### config.mk
export PLATFORM = sky130hd
export DESIGN_NAME = grad_flood_node
export DESIGN_NICKNAME = d
export VERILOG_FILES = /design/src/rtl/gnode_pkg.sv /design/src/rtl/gnode_arb.sv /design/src/rtl/gnode_table.sv /design/src/rtl/gnode_fwd.sv /design/src/rtl/grad_flood_node.sv
export SDC_FILE = /design/constraint.sdc
export NUM_CORES = 1
export LEC_CHECK = 0
export BUFFER_PORTS_ARGS = -buffer_cell sky130_fd_sc_hd__buf_4
export CORE_MARGIN = 2
export CORE_UTILIZATION = 55
export CTS_BUF_LIST = sky130_fd_sc_hd__clkbuf_8
export DETAILED_ROUTE_END_ITERATION = 10
export GPL_ROUTABILITY_DRIVEN = 0
export PLACE_DENSITY_LB_ADDON = 0.3
export SLEW_MARGIN = 30
export SYNTH_ARGS = -nofsm -noshare
export SYNTH_HDL_FRONTEND = slang
export SYNTH_SLANG_ARGS = --single-unit
### constraint.sdc
create_clock -name clk -period 3.95 [get_ports clk]
set_input_delay 0.395 -clock clk [delete_from_list [all_inputs] [get_ports clk]]
set_output_delay 0.395 -clock clk [all_outputs]
set_load 0.05 [all_outputs]
### src/rtl/gnode_pkg.sv
package gnode_pkg;

  typedef enum logic {
    FW_IDLE = 1'b0,
    FW_SEND = 1'b1
  } fw_state_e;

endpackage

### src/rtl/gnode_arb.sv
module gnode_arb #(
  parameter int N = 4,
  localparam int IW = (N > 1) ? $clog2(N) : 1
) (
  input  logic          en,
  input  logic [N-1:0]  req,
  output logic [N-1:0]  grant,
  output logic [IW-1:0] gidx,
  output logic          any
);

  logic [N-1:0] lower_busy;

  assign lower_busy[0] = 1'b0;
  for (genvar i = 1; i < N; i++) begin : g_chain
    assign lower_busy[i] = lower_busy[i-1] | req[i-1];
  end

  for (genvar i = 0; i < N; i++) begin : g_grant
    assign grant[i] = en & req[i] & ~lower_busy[i];
  end

  always_comb begin
    gidx = '0;
    for (int i = N - 1; i >= 0; i--) begin
      if (req[i]) gidx = IW'(i);
    end
  end

  assign any = |grant;

endmodule

### src/rtl/gnode_table.sv
module gnode_table #(
  parameter int NUM_GRAD  = 5,
  parameter int NUM_LINKS = 4,
  parameter int GID_W     = 3,
  parameter int CID_W     = 8,
  localparam int LIDX_W   = (NUM_LINKS > 1) ? $clog2(NUM_LINKS) : 1,
  localparam int CELL_G   = NUM_GRAD - 1
) (
  input  logic                       clk,
  input  logic                       rst_n,
  input  logic                       clr,
  input  logic                       upd,
  input  logic [GID_W-1:0]           upd_gid,
  input  logic [CID_W-1:0]           upd_cid,
  input  logic [LIDX_W-1:0]          upd_link,
  output logic                       fwd_go,
  output logic [NUM_GRAD-1:0]        par_vld,
  output logic [NUM_GRAD*LIDX_W-1:0] par_link,
  output logic [CID_W-1:0]           cell_id,
  output logic                       boundary
);

  logic [NUM_GRAD-1:0]        vld_q, vld_d;
  logic [NUM_GRAD*LIDX_W-1:0] lnk_q, lnk_d;
  logic [CID_W-1:0]           cid_q, cid_d;
  logic                       bnd_q, bnd_d;
  logic                       vld_en, lnk_en, cid_en, bnd_en;

  logic known, seen, is_cell, first, conflict;

  always_comb begin
    known = 1'b0;
    seen  = 1'b0;
    for (int g = 0; g < NUM_GRAD; g++) begin
      if (upd_gid == GID_W'(g)) begin
        known = 1'b1;
        seen  = vld_q[g];
      end
    end
  end

  assign is_cell  = (upd_gid == GID_W'(CELL_G));
  assign first    = upd & known & ~seen;
  assign conflict = upd & is_cell & vld_q[CELL_G] & (upd_cid != cid_q);
  assign fwd_go   = first & ~bnd_q;

  always_comb begin
    vld_d  = vld_q;
    lnk_d  = lnk_q;
    cid_d  = cid_q;
    bnd_d  = bnd_q;
    vld_en = 1'b0;
    lnk_en = 1'b0;
    cid_en = 1'b0;
    bnd_en = 1'b0;
    if (clr) begin
      vld_d  = '0;
      bnd_d  = 1'b0;
      vld_en = 1'b1;
      bnd_en = 1'b1;
    end else begin
      if (first) begin
        for (int g = 0; g < NUM_GRAD; g++) begin
          if (upd_gid == GID_W'(g)) begin
            vld_d[g] = 1'b1;
            lnk_d[g*LIDX_W +: LIDX_W] = upd_link;
          end
        end
        vld_en = 1'b1;
        lnk_en = 1'b1;
        if (is_cell) begin
          cid_d  = upd_cid;
          cid_en = 1'b1;
        end
      end
      if (conflict) begin
        bnd_d  = 1'b1;
        bnd_en = 1'b1;
      end
    end
  end

  always_ff @(posedge clk or negedge rst_n) begin
    if (!rst_n) begin
      vld_q <= '0;
      lnk_q <= '0;
      cid_q <= '0;
      bnd_q <= 1'b0;
    end else begin
      if (vld_en) vld_q <= vld_d;
      if (lnk_en) lnk_q <= lnk_d;
      if (cid_en) cid_q <= cid_d;
      if (bnd_en) bnd_q <= bnd_d;
    end
  end

  assign par_vld  = vld_q;
  assign par_link = lnk_q;
  assign cell_id  = cid_q;
  assign boundary = bnd_q;


  for (genvar g = 0; g < NUM_GRAD; g++) begin : g_persist
    parent_keep_chk: assert property (@(posedge clk) disable iff (!rst_n || clr)
      vld_q[g] |=> vld_q[g] && $stable(lnk_q[g*LIDX_W +: LIDX_W]));
  end


  boundary_sticky_chk: assert property (@(posedge clk) disable iff (!rst_n || clr)
    bnd_q |=> bnd_q);


  boundary_cause_chk: assert property (@(posedge clk) disable iff (!rst_n)
    $rose(bnd_q) |-> $past(upd) && $past(is_cell));

endmodule

### src/rtl/gnode_fwd.sv
module gnode_fwd #(
  parameter int NUM_LINKS = 4,
  parameter int GID_W     = 3,
  parameter int CID_W     = 8,
  localparam int LIDX_W   = (NUM_LINKS > 1) ? $clog2(NUM_LINKS) : 1
) (
  input  logic                 clk,
  input  logic                 rst_n,
  input  logic                 clr,
  input  logic                 start,
  input  logic [GID_W-1:0]     start_gid,
  input  logic [CID_W-1:0]     start_cid,
  input  logic [LIDX_W-1:0]    start_parent,
  input  logic [NUM_LINKS-1:0] tx_rdy,
  output logic [NUM_LINKS-1:0] tx_vld,
  output logic [GID_W-1:0]     tx_gid,
  output logic [CID_W-1:0]     tx_cid,
  output logic                 busy
);

  import gnode_pkg::*;

  fw_state_e          st_q, st_d;
  logic [LIDX_W-1:0]  cur_q, cur_d;
  logic [LIDX_W-1:0]  par_q, par_d;
  logic [GID_W-1:0]   gid_q, gid_d;
  logic [CID_W-1:0]   cid_q, cid_d;
  logic               st_en, ctx_en;

  logic [LIDX_W-1:0]  first_idx, step_idx;
  logic               has_first, has_step;

  always_comb begin
    first_idx = '0;
    has_first = 1'b0;
    for (int i = NUM_LINKS - 1; i >= 0; i--) begin
      if (LIDX_W'(i) != start_parent) begin
        first_idx = LIDX_W'(i);
        has_first = 1'b1;
      end
    end
  end

  always_comb begin
    step_idx = '0;
    has_step = 1'b0;
    for (int i = NUM_LINKS - 1; i >= 0; i--) begin
      if ((LIDX_W'(i) > cur_q) && (LIDX_W'(i) != par_q)) begin
        step_idx = LIDX_W'(i);
        has_step = 1'b1;
      end
    end
  end

  always_comb begin
    st_d   = st_q;
    cur_d  = cur_q;
    par_d  = par_q;
    gid_d  = gid_q;
    cid_d  = cid_q;
    st_en  = 1'b0;
    ctx_en = 1'b0;
    if (clr) begin
      st_d  = FW_IDLE;
      st_en = 1'b1;
    end else begin
      unique case (st_q)
        FW_IDLE: begin
          if (start && has_first) begin
            st_d   = FW_SEND;
            cur_d  = first_idx;
            par_d  = start_parent;
            gid_d  = start_gid;
            cid_d  = start_cid;
            st_en  = 1'b1;
            ctx_en = 1'b1;
          end
        end
        FW_SEND: begin
          if (tx_rdy[cur_q]) begin
            if (has_step) begin
              cur_d  = step_idx;
              ctx_en = 1'b1;
            end else begin
              st_d  = FW_IDLE;
              st_en = 1'b1;
            end
          end
        end
        default: begin
          st_d  = FW_IDLE;
          st_en = 1'b1;
        end
      endcase
    end
  end

  always_ff @(posedge clk or negedge rst_n) begin
    if (!rst_n) begin
      st_q  <= FW_IDLE;
      cur_q <= '0;
      par_q <= '0;
      gid_q <= '0;
      cid_q <= '0;
    end else begin
      if (st_en) st_q <= st_d;
      if (ctx_en) begin
        cur_q <= cur_d;
        par_q <= par_d;
        gid_q <= gid_d;
        cid_q <= cid_d;
      end
    end
  end

  assign busy   = (st_q == FW_SEND);
  assign tx_vld = busy ? (NUM_LINKS'(1) << cur_q) : '0;
  assign tx_gid = gid_q;
  assign tx_cid = cid_q;


  tx_hold_chk: assert property (@(posedge clk) disable iff (!rst_n || clr)
    ((tx_vld != '0) && ((tx_vld & tx_rdy) == '0))
      |=> $stable(tx_vld) && $stable(tx_gid) && $stable(tx_cid));


  tx_ascend_chk: assert property (@(posedge clk) disable iff (!rst_n || clr)
    ((tx_vld != '0) && ((tx_vld & tx_rdy) != '0))
      |=> (tx_vld == '0) || (tx_vld > $past(tx_vld)));

endmodule

### src/rtl/grad_flood_node.sv
module grad_flood_node #(
  parameter int NUM_LINKS = 4,
  parameter int NUM_GRAD  = 5,
  parameter int GID_W     = 3,
  parameter int CID_W     = 8,
  localparam int LIDX_W   = (NUM_LINKS > 1) ? $clog2(NUM_LINKS) : 1
) (
  input  logic                       clk,
  input  logic                       rst_n,
  input  logic                       cfg_clr,
  input  logic [NUM_LINKS-1:0]       rx_vld,
  input  logic [NUM_LINKS*GID_W-1:0] rx_gid,
  input  logic [NUM_LINKS*CID_W-1:0] rx_cid,
  output logic [NUM_LINKS-1:0]       rx_ack,
  input  logic [NUM_LINKS-1:0]       tx_rdy,
  output logic [NUM_LINKS-1:0]       tx_vld,
  output logic [GID_W-1:0]           tx_gid,
  output logic [CID_W-1:0]           tx_cid,
  output logic [NUM_GRAD-1:0]        par_vld,
  output logic [NUM_GRAD*LIDX_W-1:0] par_link,
  output logic [CID_W-1:0]           cell_id,
  output logic                       boundary
);

  logic              busy;
  logic              acc;
  logic [LIDX_W-1:0] acc_link;
  logic [GID_W-1:0]  acc_gid;
  logic [CID_W-1:0]  acc_cid;
  logic              fwd_go;

  gnode_arb #(.N(NUM_LINKS)) arb_i (
    .en    (~busy & ~cfg_clr),
    .req   (rx_vld),
    .grant (rx_ack),
    .gidx  (acc_link),
    .any   (acc)
  );

  assign acc_gid = rx_gid[acc_link*GID_W +: GID_W];
  assign acc_cid = rx_cid[acc_link*CID_W +: CID_W];

  gnode_table #(
    .NUM_GRAD  (NUM_GRAD),
    .NUM_LINKS (NUM_LINKS),
    .GID_W     (GID_W),
    .CID_W     (CID_W)
  ) table_i (
    .clk      (clk),
    .rst_n    (rst_n),
    .clr      (cfg_clr),
    .upd      (acc),
    .upd_gid  (acc_gid),
    .upd_cid  (acc_cid),
    .upd_link (acc_link),
    .fwd_go   (fwd_go),
    .par_vld  (par_vld),
    .par_link (par_link),
    .cell_id  (cell_id),
    .boundary (boundary)
  );

  gnode_fwd #(
    .NUM_LINKS (NUM_LINKS),
    .GID_W     (GID_W),
    .CID_W     (CID_W)
  ) fwd_i (
    .clk          (clk),
    .rst_n        (rst_n),
    .clr          (cfg_clr),
    .start        (fwd_go),
    .start_gid    (acc_gid),
    .start_cid    (acc_cid),
    .start_parent (acc_link),
    .tx_rdy       (tx_rdy),
    .tx_vld       (tx_vld),
    .tx_gid       (tx_gid),
    .tx_cid       (tx_cid),
    .busy         (busy)
  );


  ack_single_chk: assert property (@(posedge clk) disable iff (!rst_n)
    $onehot0(rx_ack));


  ack_quiet_chk: assert property (@(posedge clk) disable iff (!rst_n)
    (tx_vld != '0) |-> (rx_ack == '0));


  tx_single_chk: assert property (@(posedge clk) disable iff (!rst_n)
    $onehot0(tx_vld));


  tx_not_parent_chk: assert property (@(posedge clk) disable iff (!rst_n || cfg_clr)
    (tx_vld != '0) |-> (tx_vld[par_link[tx_gid*LIDX_W +: LIDX_W]] == 1'b0));


  clr_abort_chk: assert property (@(posedge clk) disable iff (!rst_n)
    cfg_clr |=> (tx_vld == '0) && (par_vld == '0) && !boundary);

endmodule

==> results_dict.tcl, run 1 <==
set metrics [dict create \
    status "complete, no violations" \
    port_buffers 97 \
    final_cell_area_um2 3353 \
    synth-seq-cells 40 \
    syn_inst 269 \
    ioPinCount 98 \
    crit_arrival_ns 3.23 \
    min_period_over_period_pct 77.47 \
    chipWidth_um 71.92 \
    clk_pin_slew_ns 0.08 \
    clockRootBuffer "clkbuf_8" \
    cts_max_path_buffers 2 \
    viasPerCell 5.841 \
    antenna_left 0 \
    cts_sinks 40 \
    yosys-top-cells-area "dfrtp_1, mux2_2, nand3b_1" \
    placed_cell_area_um2 3242 \
    path_class "in -> reg" \
    postCtsSetupRepairBufs 0 \
    netlist_area_um2 2537 \
    cts-resized-gates 0 \
    crit_buf_inv 1 \
    dpl.cell_count 402 \
    start_util_pct 57.48 \
    path_delay_family "simple AND/OR/NAND/NOR gates" \
    synth_edf_count 0 \
    dp_slack_ns 0.6120 \
    grt_antenna_before_repair 0 \
    track_usage_pct 26.46 \
    cp_common_cell "or3_1" \
    maxCapViolCount 0 \
    critical_path.startpoint_type "primary input" \
    p_total_mw 2.105 \
    fin_setup_tns_ns 0 \
    synthesis.nets 324 \
    clock.fmax_ghz 0.3268 \
    grt_pass1_vias 2268 \
    critical-path-max-stage-delay_ns 0.66 \
    final_cells 410 \
    worstSetupEndpointType "flip-flop" \
    overflow 0 \
    yosysUniqueCellTypes 47 \
    setup_viol 0 \
    num_rows 24 \
    synth_top_flop_cell "dfrtp_1" \
    setup.worst_path.start "rx_vld[1]" \
    cp.required_ns 4.12 \
    grt_pass1_wl_mm 10.66 \
    n_antenna_cell 0 \
    wl_mm 6.902 \
    core_area_um2 4414 \
    yosys_warnings 0 \
    fin_util_pct 75.96 \
    fin_skew_ns 0.005326 \
    ir_worst_vdd_mv 0.4407 \
    r2r_start "fwd_i.busy" \
    drc 0 \
    htree_levels 2 \
    slew_headroom_pct 56.47 \
    hpwl_mm 5.205 \
    num-nets-final 412 \
    holdWs_ns 0.07162 \
    postCtsHoldBufs 0 \
    min_period_ns 3.060 \
    power_density_nw_per_um2 627.7 \
    cp_max_fo 30 \
    tightest_slew_ns 0.6499 \
    via_count 2395 \
    wl_per_cell_um 16.83 \
    synthArstFlopShare_pct 100.0 \
    finalHoldViolCount 0 \
    grt_max_degree 41 \
    first_pass_iters 5 \
    rsz0062_at_grt "no" \
    drt_iter0_markers 145 \
    die_area_um2 5172 \
    syn2layout_area_growth_pct 32.15 \
    slew_violations 0 \
    synth_top_area_cell "dfrtp_1" \
    cts_tree "done" \
    yosysTopAreaCellShare_pct 39.45 \
    layout-drive-gt1-share_pct 36.59 \
    setup_ws_ns 0.8899 \
    seq_area_frac_synth_pct 39.45 \
    syn_area_per_cell_um2 9.433 \
    cellLeakagePower_nw 1.623 \
    die_h_um 71.92 \
    clk_latency_ns 0.29 \
    critPathSlowestCell "or4b_4" \
    min_path_type "in -> async" \
    path_cells "buf_4, or3_1, a21boi_2, or3_1, or4b_4, o211ai_4, mux2_2" \
    cts_buffers 5 \
]
final cells by class:
type | instances | area (um2)
Clock inverter | 3 | 42.54
Sequential cell | 40 | 1001
Multi-Input combinational cell | 195 | 1376
Tap cell | 52 | 65.06
Timing Repair Buffer | 98 | 735.7
Clock buffer | 5 | 68.82
Fill cell | 321 | 1061
Inverter | 17 | 63.81
power by group:
group	leakage, nW	switching, mW	total, mW	internal (mW)
sequential	0.509	0.133	0.684	0.552
combinational	1.06	0.711	1.09	0.376
clock	0.0541	0.146	0.333	0.187
total	1.62	0.990	2.10	1.11
worst paths after layout:
check	cells past startpoint	endpoint	slack [ns]
setup / recovery	7	fwd_i.tx_cid[5]	0.89
hold / removal	1	fwd_i.tx_cid[7]	0.07
setup reg to reg	6	fwd_i.tx_cid[5]	1.05
hold reg to reg	1	table_i.par_link[5]	0.51
max in group asynchronous	1	table_i.cell_id[2]	3.53
min in group clk	2	table_i.par_vld[2]	0.38
flip-flops by register name, indices dropped and copies added, names as in the netlist:
signal / count
fwd_i.busy: 1
fwd_i.cur_q: 2
fwd_i.par_q: 2
fwd_i.tx_cid: 8
fwd_i.tx_gid: 3
table_i.boundary: 1
table_i.cell_id: 8
table_i.par_link: 10
table_i.par_vld: 5
synthesized netlist by cell type (10+ instances only):
cell      number
a21oi_1       15
inv_1         17
nor2_1        15
mux2_2        16
nor3_1        10
and2_1        11
nand3b_1      12
clkbuf_1      10
nand2_1       21
o31ai_1       10
o21ai_0       14
dfrtp_1       40
layer usage:
layer | global-route usage (%) | wire length [um] | vias up
li1 | - | - | 1158
met1 | 35.22 | 3001 | 1134
met2 | 44.86 | 3410 | 90
met3 | 3.611 | 374 | 13
met4 | 8.805 | 116 | 0
met5 | 0 | 0 | -
cell usage in the layout (no fill, tap or decap), types with 2 or more instances in the layout:
cell type  instances
nand2_1           21
a22oi_1            4
o31ai_1           10
a21oi_1           15
a211oi_1           3
or3_1              5
nand4_1            2
nor4_1             3
buf_4             98
mux2i_1            8
mux2_2            16
a21boi_0           8
nand3b_1          12
and3_1             3
nand3_1            2
and3b_1            2
or4_1              8
nand2b_1           3
nor3_1            10
clkbuf_8           5
inv_1             17
dfrtp_1           40
and2_1            11
nor2_1            15
o21ai_0           14
cell families after synthesis:
group	Yosys count	synth area share (%)
and+or+nand+nor	105	24.36
AOI/OAI and AO/OA	65	18.74
DFF	40	39.45
muxes	25	11.14
buffers and inverters	34	6.311
Note: power is estimated with default switching activity, not from simulation.
==> run 2, diff against run 1 <==
Settings changed: ABC_AREA from default to 1, CORE_UTILIZATION 55 to 46.
Clock period 3.95 ns to 2.8 ns, I/O delays scaled along.
==> results_dict.tcl, run 2 <==
set metrics [dict create \
    status "complete, no violations" \
    syn_area_per_cell_um2 7.807 \
    grt_max_degree 41 \
    cts_sinks 40 \
    use_met1_pct 27.21 \
    yosys.area_share.adder_pct 0 \
    cp_max_fo 25 \
    pwr-share-comb_pct 51.6 \
    path_class "in -> reg" \
    synthesis.nets 381 \
    cellLeakagePower_nw 1.787 \
    cts_tree "done" \
    synthXorXnorAreaFrac_pct 0.3441 \
    placed_cell_area_um2 3286 \
    netlist_area_um2 2545 \
    track_usage_pct 21.19 \
    final_common_cell "buf_4" \
    finalHoldViolCount 0 \
    syn2layout_area_growth_pct 33.73 \
    min_path_type "in -> reg" \
    yosys_warnings 0 \
    final_cell_mix "buf_4, nand2_1, inv_1" \
    clk_latency_ns 0.29 \
    yosysTopAreaCellShare_pct 39.33 \
    start_util_pct 46.79 \
    ioPinCount 98 \
    p_sw_mw 1.344 \
    cts-resized-gates 0 \
    p_total_mw 2.804 \
    chipWidth_um 78.38 \
    busiest_layer "met2" \
    antenna_left 0 \
    tightest_slew_ns 0.5010 \
    multi_input_area_um2 1275 \
    min_period_ns 2.126 \
    ir_worst_vdd_mv 0.3681 \
    reg2reg_slack_ns 0.75 \
    cts_max_path_buffers 2 \
    die_h_um 78.38 \
    critical_path.startpoint_type "primary input" \
    overflow 0 \
    final_cell_area_um2 3403 \
    slew_violations 0 \
    synth_top_flop_cell "dfrtp_1" \
    drt_iter0_markers 170 \
    num-nets-final 478 \
    synthArstFlopShare_pct 100.0 \
    synth_compound_area_share_pct 12.88 \
    synth_edf_count 0 \
    core_area_um2 5439 \
    yosysUniqueCellTypes 31 \
    ys_top_cells_by_count "nand2_1, inv_1, dfrtp_1" \
    maxCapViolCount 0 \
    min_period_over_period_pct 75.93 \
    syn_inst 326 \
    setup_ws_ns 0.6739 \
    grt_pass1_vias 2240 \
    wl_mm 6.103 \
    cts_buffers 5 \
    via_count 2437 \
    synthMuxAreaShare_pct 0 \
    viasPerCell 4.913 \
    grt_antenna_before_repair 0 \
    seq_power_share_pct 32.0 \
    yosys-top-cells-area "dfrtp_1, nand2_1, inv_1" \
    crit_arrival_ns 2.32 \
    postCtsHoldBufs 1 \
    htree_levels 2 \
    synth-seq-cells 40 \
    slew_headroom_pct 66.60 \
    register_area_um2 1001 \
    rsz0062_at_grt "no" \
    synth_top_area_cell "dfrtp_1" \
    largest_reg_flops 10 \
    n_antenna_cell 0 \
    n_fill_cell 474 \
    drc 0 \
    grt_pass1_wl_mm 10.29 \
    post-synth-top-count-cell "nand2_1" \
    num_rows 27 \
    synthSimpleGateAreaFrac_pct 36.87 \
    synth_top_family_by_area "simple AND/OR/NAND/NOR gates" \
    clockRootBuffer "clkbuf_8" \
    power_density_nw_per_um2 823.9 \
    layout-drive-gt1-share_pct 37.74 \
    setup_viol 0 \
    grtUsageMet3_pct 5.632 \
    postCtsSetupRepairBufs 0 \
    port_buffers 97 \
    clk_pin_slew_ns 0.08 \
    fin_setup_tns_ns 0 \
    fin_skew_ns 0.005160 \
    seq_area_frac_synth_pct 39.33 \
    die_area_um2 6143 \
    dp_slack_ns 0.3749 \
    netSwitchingFraction_pct 47.92 \
    clock.fmax_ghz 0.4703 \
    wl_per_cell_um 12.30 \
    worstSetupEndpointType "flip-flop" \
    hpwl_mm 4.811 \
    cellInternalPower_mw 1.460 \
    cp.required_ns 2.99 \
    gr-usage-met2_pct 34.57 \
    first_pass_iters 4 \
    p_clk_share_pct 16.4 \
]
==> run 2: cell types whose count changed after synthesis, sizes merged, moves of 16 or more <==
cell / change
inv: +29
mux2: -16
nand2: +72
nand3: +35
nor2: +17
o21ai: +28
==> run 2: layout make-up <==
class,instances,share of cell area (%)
clock inverters,3,1.140
multi-input cells,229,37.46
flip-flops and latches,40,29.41
inverters,47,5.184
well taps,72,2.647
clock buffers,5,2.022
repair buffers,100,22.13
==> run 2: logic make-up after synthesis <==
family	Yosys count
compound gates	54
simple gates	174
flops	40
buf+inv	57
xor+xnor	1
==> run 2: path summary, 6_finish.rpt <==
| path | start | endpoint | cells past startpoint |
|---|---|---|---|
| worst max-delay path | rx_vld[2] | fwd_i.cur_q[1] | 15 |
| worst min-delay path | cfg_clr | fwd_i.busy | 2 |
| worst max register to register | fwd_i.busy | fwd_i.cur_q[1] | 12 |
| worst min register to register | fwd_i.tx_cid[6] | fwd_i.tx_cid[6] | 2 |
| max in group asynchronous | rst_n | table_i.cell_id[2] | 2 |
| min in group asynchronous | rst_n | fwd_i.tx_cid[3] | 2 |
==> run 2: per-layer routing <==
layer  up-vias  share of wire [%]
met3        10                6.6
met1      1110                 45
met5         -                  0
li1       1234                  -
met4         0                1.8
met2        83                 46
==> run 2: power by group through the flow <==
stage	clock (mW)	sequential [mW]	combinational, mW
6_report	0.460	0.897	1.45
5_1_grt	0.492	0.920	1.55
4_1_cts	0.462	0.895	1.46
3_5_place_dp	0	0.905	1.45
3_3_place_gp	0	0.903	1.42
2_1_floorplan	0	1.42	0.495
==> run 2: through the flow <==
step,hold WS (ns),instances,utilization (%)
2_1_floorplan,-0.01559,326,-
3_3_place_gp,0.2856,487,60.41
3_5_place_dp,0.2884,487,60.41
4_1_cts,0.2005,496,62.57
5_1_grt,0.1960,496,62.57
6_report,0.2004,496,62.57
==> run 2: critical path: stages <==
cell     delay [ns]
buf_4          0.19
o21ai_4        0.34
nand3_1        0.18
nand2_4        0.16
nor2_8         0.05
nand3_2        0.07
nand2_1        0.06
inv_2          0.09
nand3_4        0.19
nand2_4        0.22
nand2_8        0.17
nand2_4        0.11
nand2_1        0.07
nand2_1        0.07
nand2_1        0.05
==> run 3, diff against run 2 <==
Settings changed: CORE_UTILIZATION 46 to 51.
Clock period 2.8 ns to 2.2 ns, I/O delays scaled along.
==> results_dict.tcl, run 3 (same netlist as run 2, synthesis figures left out) <==
set metrics [dict create \
    clk_pin_slew_ns 0.08 \
    die_area_um2 5571 \
    num_rows 25 \
    via_count 2406 \
    ioPinCount 98 \
    finalHoldViolCount 0 \
    grt_pass1_vias 2274 \
    cp.required_ns 2.38 \
    grt_pass1_wl_mm 9.791 \
    layout-drive-gt1-share_pct 38.32 \
    r2r_start "fwd_i.busy" \
    cts_tree "done" \
    tightest_slew_ns 0.5033 \
    clock.fmax_ghz 0.5325 \
    slew_headroom_pct 66.45 \
    cts-resized-gates 0 \
    num-nets-final 482 \
    first_pass_iters 4 \
    drt_iter0_markers 121 \
    chipWidth_um 74.64 \
    ff2ff_path_depth 12 \
    r2r-end "fwd_i.cur_q[0]" \
    path_class "reg -> reg" \
    grt_antenna_before_repair 0 \
    min_period_over_period_pct 85.35 \
    final_common_cell "buf_4" \
    port_buffers 97 \
    critical_path.startpoint_type "flip-flop" \
    start_util_pct 53.53 \
    ir_worst_vdd_mv 0.4202 \
    cellLeakagePower_nw 1.805 \
    overflow 0 \
    crit_arrival_ns 2.06 \
    rsz0062_at_grt "no" \
    holdPathEnd "table_i.boundary" \
    antenna_left 0 \
    cts_max_path_buffers 2 \
    postCtsSetupRepairBufs 0 \
    grt_max_degree 41 \
    dpl.cell_count 486 \
    track_usage_pct 22.29 \
    cts_sinks 40 \
    n_antenna_cell 0 \
    min_period_ns 1.878 \
    final_cells 495 \
    viasPerCell 4.861 \
    final_cell_mix "buf_4, nand2_1, inv_1" \
    worstHoldStart "cfg_clr" \
    drc 0 \
    maxCapViolCount 0 \
    hpwl_mm 4.746 \
    wl_mm 5.947 \
    syn2layout_area_growth_pct 34.66 \
    cts_buffers 5 \
    min_path_type "in -> reg" \
    die_h_um 74.64 \
    setup_viol 0 \
    reg2reg_slack_ns 0.32 \
    status "complete, no violations" \
    worstSetupEndpointType "flip-flop" \
    fin_skew_ns 0.006740 \
    whs_path_depth 2 \
    slew_violations 0 \
    cp_max_fo 25 \
    fin_setup_tns_ns 0 \
    htree_levels 2 \
    largest_reg_flops 10 \
    clk_latency_ns 0.29 \
    power_density_nw_per_um2 1039 \
    clockRootBuffer "clkbuf_8" \
    wl_per_cell_um 12.01 \
    core_area_um2 4755 \
]
## run 3: cell types whose count changed in the layout (fill, tap and decap cells not counted), sizes merged
| cell | previous run | this run |
|---|---|---|
| buf | 99 | 103 |
## run 3: layout make-up
type                       count  area (um2)
fill                         411        1328
multi-input combinational    229        1275
sequential                    40        1001
timing repair buffer         104       783.3
inverter                      47       176.4
tap                           67       83.83
clock buffer                   5       68.82
clock inverter                 3       38.79
## run 3: what timing repair did
item	4_1_cts	5_1_grt
setup endpoints to repair	0	0
endpoints found under the hold margin	40	0
hold buffers	1	0
## run 3: how the worst max path moves through the flow
stage                from             end  slack [ns]  depth (start not counted)
2_1_floorplan  fwd_i.busy       tx_vld[1]        0.31                          2
3_3_place_gp    rx_vld[2]  fwd_i.cur_q[1]        0.13                         18
3_5_place_dp    rx_vld[2]  fwd_i.cur_q[0]        0.04                         18
4_1_cts        fwd_i.busy  fwd_i.cur_q[0]        0.32                         12
5_1_grt         rx_vld[2]  fwd_i.cur_q[0]        0.12                         18
6_report       fwd_i.busy  fwd_i.cur_q[0]        0.32                         12
## run 3: worst max-delay path, cell delays in order, from the launching register on
cell	delay, ns
dfrtp_1	0.39
nor2_1	0.14
inv_1	0.12
a21oi_1	0.22
nand2_1	0.10
inv_2	0.09
nand3_2	0.10
nand2_4	0.14
nand2_8	0.16
nand2_4	0.11
nand2_1	0.08
nand2_1	0.08
nand2_1	0.05
## run 3: layer usage
metal / track usage (%) / share of wire [%] / up-vias
li1: - / - / 1241
met1: 30.89 / 47 / 1077
met2: 37.56 / 47 / 81
met3: 2.945 / 5.2 / 7
met4: 5.159 / 0.92 / 0
met5: 0 / 0 / -
## run 3: metrics by stage
step | power [mW] | instance area (um2) | util [%] | setup slack [ns] | hold WS, ns
after floorplan | 2.434 | 2545 | - | 0.3068 | -0.07559
after global placement | 2.958 | 3309 | 69.61 | 0.1282 | 0.2210
after detailed placement | 2.989 | 3309 | 69.61 | 0.03843 | 0.2233
after CTS | 3.579 | 3427 | 72.08 | 0.3158 | 0.1458
after global routing | 3.750 | 3427 | 72.08 | 0.1165 | 0.1480
final | 3.561 | 3427 | 72.08 | 0.3222 | 0.1545
## run 3: where the power goes
part | internal, mW | leakage [nW] | switching, mW | total (mW)
Combinational | 0.576 | 1.23 | 1.25 | 1.83
Sequential | 0.956 | 0.518 | 0.186 | 1.14
Clock | 0.332 | 0.0593 | 0.257 | 0.589
